### src/rtl/pwm_edge_channel.sv
module pwm_edge_channel #(
  parameter int W = 8
) (
  input  logic         clk,
  input  logic         rst_n,
  input  logic         en,
  input  logic         dir,
  input  logic [1:0]   align,
  input  logic [2:0]   mode,
  input  logic [W-1:0] arr_in,
  input  logic [W-1:0] cmp_in,
  input  logic         ext_clr,
  input  logic         flag_clr,
  output logic         ref_out,
  output logic         match_pulse,
  output logic         match_flag
);

  localparam logic [2:0] FROZEN = 3'b000;

  logic [W-1:0] cnt, arr_act, cmp_act;
  logic [2:0]   mode_q;
  logic         res_q, ref_q, hold_q, flag_q;

  wire run  = en & ~dir & (align == 2'b00);
  wire pwm  = (mode == 3'b110) | (mode == 3'b111);
  wire res  = cnt < cmp_act;
  wire lvl  = mode[0] ? ~res : res;
  wire wrap = cnt >= arr_act;
  wire fire = (mode_q == FROZEN) | (res != res_q) | (hold_q & (cnt == '0));

  always_ff @(posedge clk or negedge rst_n) begin
    if (!rst_n) begin
      cnt     <= '0;
      arr_act <= '0;
      cmp_act <= '0;
    end else if (run) begin
      if (wrap) begin
        cnt     <= '0;
        arr_act <= arr_in;
        cmp_act <= cmp_in;
      end else begin
        cnt <= cnt + 1'b1;
      end
    end
  end

  always_ff @(posedge clk or negedge rst_n) begin
    if (!rst_n) begin
      ref_q  <= 1'b0;
      hold_q <= 1'b0;
      res_q  <= 1'b0;
      mode_q <= FROZEN;
    end else if (run) begin
      res_q  <= res;
      mode_q <= mode;
      if (pwm && ext_clr) begin
        ref_q  <= 1'b0;
        hold_q <= 1'b1;
      end else if (pwm && fire) begin
        ref_q  <= lvl;
        hold_q <= 1'b0;
      end
    end
  end

  assign match_pulse = run & (cnt == cmp_act);

  always_ff @(posedge clk or negedge rst_n) begin
    if (!rst_n)           flag_q <= 1'b0;
    else if (match_pulse) flag_q <= 1'b1;
    else if (flag_clr)    flag_q <= 1'b0;
  end

  assign ref_out    = ref_q;
  assign match_flag = flag_q;

  // the count never passes the working reload limit
  p_cnt_bound_r1: assert property (@(posedge clk) disable iff (!rst_n)
    cnt <= arr_act);

  // idle settings freeze the counter and the reference
  p_idle_hold_r10: assert property (@(posedge clk) disable iff (!rst_n)
    !run |=> $stable(cnt) && $stable(ref_out));

  p_idle_hold_r11: assert property (@(posedge clk) disable iff (!rst_n)
    (en && (dir || align != 2'b00)) |=> $stable(ref_out));

  // clear forces low next clock
  p_clear_low_r8: assert property (@(posedge clk) disable iff (!rst_n)
    (run && pwm && ext_clr) |=> !ref_out);

  // non-PWM codes never move the reference
  p_frozen_still_r6: assert property (@(posedge clk) disable iff (!rst_n)
    (run && !pwm) |=> $stable(ref_out));

  // a match always leaves the flag set
  p_flag_set_r9: assert property (@(posedge clk) disable iff (!rst_n)
    match_pulse |=> match_flag);

endmodule

### config.mk
export PLATFORM = sky130hd
export DESIGN_NAME = pwm_edge_channel
export DESIGN_NICKNAME = d
export VERILOG_FILES = /design/src/rtl/pwm_edge_channel.sv
export SDC_FILE = /design/constraint.sdc
export NUM_CORES = 1
export LEC_CHECK = 0
export CORE_UTILIZATION = 60
export CTS_CLUSTER_SIZE = 14
export DETAILED_ROUTE_END_ITERATION = 12
export DONT_BUFFER_PORTS = 1
export GPL_TIMING_DRIVEN = 0
export PLACE_DENSITY = 0.72
export RECOVER_POWER = 50
export REMOVE_ABC_BUFFERS = 1
export SYNTH_ARGS = -nofsm -noshare
export SYNTH_HDL_FRONTEND = slang
export SYNTH_SLANG_ARGS = --single-unit
### constraint.sdc
create_clock -name clk -period 4.2 [get_ports clk]
set_input_delay 0.21 -clock clk [delete_from_list [all_inputs] [get_ports clk]]
set_output_delay 0.21 -clock clk [all_outputs]
set_load 0.005 [all_outputs]
==> flow_summary_export.csv <==
group,metric,value,unit
power,power.leakage,0.9259,nW
routing,drtIter0Drc,46,
synthesis,synth.distinct_cells,34,
clock_network,clock_latency,0.33,ns
sta,finalSetupViolations,0,
synthesis,synth_area_leaders,"dfrtp_1, ha_1, mux2_4, mux2_2, inv_1",
global_route,use_met1,26.94,%
synthesis,synthesis.instances,164,
sta,fin_tns_setup,0,ns
critical_path,critPathTopFamily,"simple AND/OR/NAND/NOR gates",
power,pwr-share-clk,14.2,%
synthesis,synth_commonest_cells,"dfrtp_1, inv_1, ha_1",
power,ir_drop,421.3,uV
placed_design,dpl.hpwl,2268,um
critical_path,critPathBufInv,0,
sta,fmax,419.8,MHz
routing,wl_per_cell,14.95,um
die,io_pins,30,
clock_network,cts_sinks,31,
critical_path,cpPeakStageDelay,0.54,ns
power,p_int,0.0007125,W
clock_network,cts_resized,0,
synthesis,synth_top_area_share,43.57,%
synthesis,synth_most_common_cell,"dfrtp_1",
global_route,grt_pass1_vias,1176,
sta,final_max_slew_viol_count,32,
finish,final_nets,217,
critical_path,crit_path_cell_trace,"ha_1, a211oi_2, nor2_1, or4_4, xor2_1, a21oi_2, mux2_1",
critical_path,crit_fanout,6,
synthesis,synth_flop_cell,"dfrtp_1",
finish,n_fill_cell,224,
finish,drive_gt1_share,17.54,%
global_route,busiest_layer,"met2",
finish,syn2layout_area_growth,5.551,%
clock_network,cts_tree,"built",
routing,via_per_inst,5.861,
die,start_util,64.01,%
synthesis,synth_seq_cells,31,
synthesis,async_reset_ff_share,100.0,%
placed_design,portBuffers,0,
synthesis,yosys_warnings,0,
finish,num_antenna_cells,0,
global_route,met3_usage,4.839,%
critical_path,critPathKind,"register to register",
finish,design_area,1879,sq um
routing,drtAntennaViolNets,0,
sta,post-route-period-util,56.72,%
die,die_h,56.48,um
routing,drc_errors,0,
routing,wirelength,3020,um
global_route,gr-usage-met2,36.97,%
critical_path,reg2reg_setup_slack,1.82,ns
power,comb_power_share,41.3,%
power,pwr-share-seq,44.5,%
worst_hold_path,hp-class,"primary input to register",
critical_path,worstPathArrival,2.61,ns
global_route,grt_overflow,0,
power,p_per_area,579.7,nW/um^2
sta,max_slew.worst_pin.slew,1.625,ns
sta,fin_skew,0.004063,ns
job,drv_cap,1,
placed_design,placed_area,1794,sq um
clock_network,clock_tree.root_cell,"clkbuf_4",
sta,hold_violations,0,
die,dieArea,3189,sq um
critical_path,cpMaxStageDelayCell,"or4_4",
clock_network,clock_path_buffers,2,
synthesis,synth.avg_cell_area,10.86,sq um
clock_network,clkTransAtPathRegs,0.09,ns
power,swShare,34.59,%
clock_network,cts_buffers,5,
critical_path,cp-end-kind,"register",
global_route,grt_pass1_wl,5202,um
global_route,grt_max_degree,32,
routing,dr.pass1.iters,4,
status,outcome,"finished with violations",
critical_path,cp.required,4.42,ns
global_route,grt_usage,22.23,%
global_route,antenna_found_initial,0,
routing,vias,1184,
die,die_w,56.48,um
sta,layout_min_cycle_time,2.382,ns
die,rows,19,
sta,rsz0062_at_grt,"no",
status,violations,"capacitance limit, slew limit",
sta,max_slew_margin,-8.317,%
synthesis,yosysTopAreaCell,"dfrtp_1",
critical_path,cp-start-kind,"register",
die,core,2781,sq um
clock_network,cts_max_level,2,
power,power_switching,0.0003769,W
synthesis,synth_edf_count,0,
synthesis,syn-cell-area,1780,sq um
placed_design,gp_congestion,0.7566,
synthesis,synth_seq_area_share,43.57,%
-- what timing repair did --
item / CTS / global route
buffers inserted: 0 / 0
hold buffers: 5 / 0
hold endpoints to repair: 34 / 0
-- final cells by class --
type | instances | area [sq um] | area share [%]
sequential | 31 | 775.7 | 41.28
multi-input combinational | 109 | 904.6 | 48.14
timing repair buffer | 5 | 43.79 | 2.330
tap | 31 | 38.79 | 2.064
inverter | 20 | 75.07 | 3.995
clock buffer | 6 | 41.29 | 2.197
-- worst register-to-register path, delay by kind of cell (launching register included) --
| kind | cells | cell delay, ns |
|---|---|---|
| adders and majority gates | 1 | 0.36 |
| muxes | 1 | 0.33 |
| AOI/OAI and AO/OA | 2 | 0.34 |
| DFF | 1 | 0.47 |
| and+or+nand+nor | 2 | 0.61 |
| xor gates and xnor gates | 1 | 0.17 |
-- kinds of logic (layout without fill, tap and decap cells) --
| logic type | Yosys count | in the layout | synth area share (%) |
|---|---|---|---|
| compound gates | 24 | 24 | 9.487 |
| buf+inv | 24 | 31 | 5.973 |
| flops | 31 | 31 | 43.57 |
| simple gates | 45 | 45 | 13.28 |
| fa+ha+maj | 18 | 18 | 12.65 |
| mux | 18 | 18 | 13.07 |
| xor+xnor | 4 | 4 | 1.967 |
-- worst paths after layout --
check | start | end | depth (start not counted)
max in group asynchronous | rst_n | cmp_act[0] | 2
worst min register to register | mode_q[0] | mode_q[0] | 2
min in group asynchronous | rst_n | mode_q[0] | 2
worst max-delay path | cnt[5] | ref_out | 7
worst max register to register | cnt[5] | ref_out | 7
worst min-delay path | cmp_in[3] | cmp_act[3] | 1
-- state kept, by name, indices dropped and copies added (netlist names) --
register	cells
hold_q	1
ref_out	1
match_flag	1
cmp_act	8
res_q	1
cnt	8
arr_act	8
mode_q	3
-- per-layer routing --
layer  up-vias  part of all wire, %  wire, um
met5         -                    0         0
li1        589                    -         -
met4         0                  2.3        70
met3         7                  4.1       123
met1       560                   43      1311
met2        28                   50      1515
-- metrics by stage --
stage	utilization, %	instances	worst slack, ns	total power (W)	hold WS, ns
after detailed placement	64.51	191	1.829	0.0009377	-0.08491
after global placement	64.28	191	1.746	0.0009059	-0.08488
final	67.57	202	1.818	0.001089	0.01546
after CTS	68.15	202	1.813	0.001102	0.01124
after global routing	67.57	202	1.693	0.001189	0.005109
after floorplan	-	160	1.948	0.0008420	-0.08559
-- cell usage in the layout, fill, tap and decap left out --
cell / count
mux2_4: 8
nor4b_1: 1
or4b_1: 1
clkbuf_1: 2
a21oi_1: 2
o21ai_0: 8
dfrtp_1: 31
mux2_1: 1
a31oi_1: 1
nand3_1: 2
nor4b_2: 1
xor2_1: 4
nor2_1: 7
nor3_1: 3
and2_4: 1
ha_1: 18
o22ai_1: 2
clkbuf_4: 5
nand2_1: 15
mux2_2: 9
nor4_1: 2
nor2b_1: 3
a22o_1: 3
and3_1: 2
o22a_2: 1
inv_1: 20
a21oi_2: 1
a211oi_2: 2
dlygate4sd3_1: 4
nand2b_1: 2
nand4_1: 3
or2_2: 1
a211oi_1: 3
a21o_1: 1
or4_4: 1
-- power groups by stage --
stage	logic, W	registers [W]	clock network [W]
floorplan	0.000373	0.000469	0
global placement	0.000419	0.000487	0
detailed placement	0.000445	0.000493	0
CTS	0.000459	0.000487	0.000156
global route	0.000516	0.000503	0.000170
finish	0.000450	0.000485	0.000155
Power figures use the tool's default switching activity.
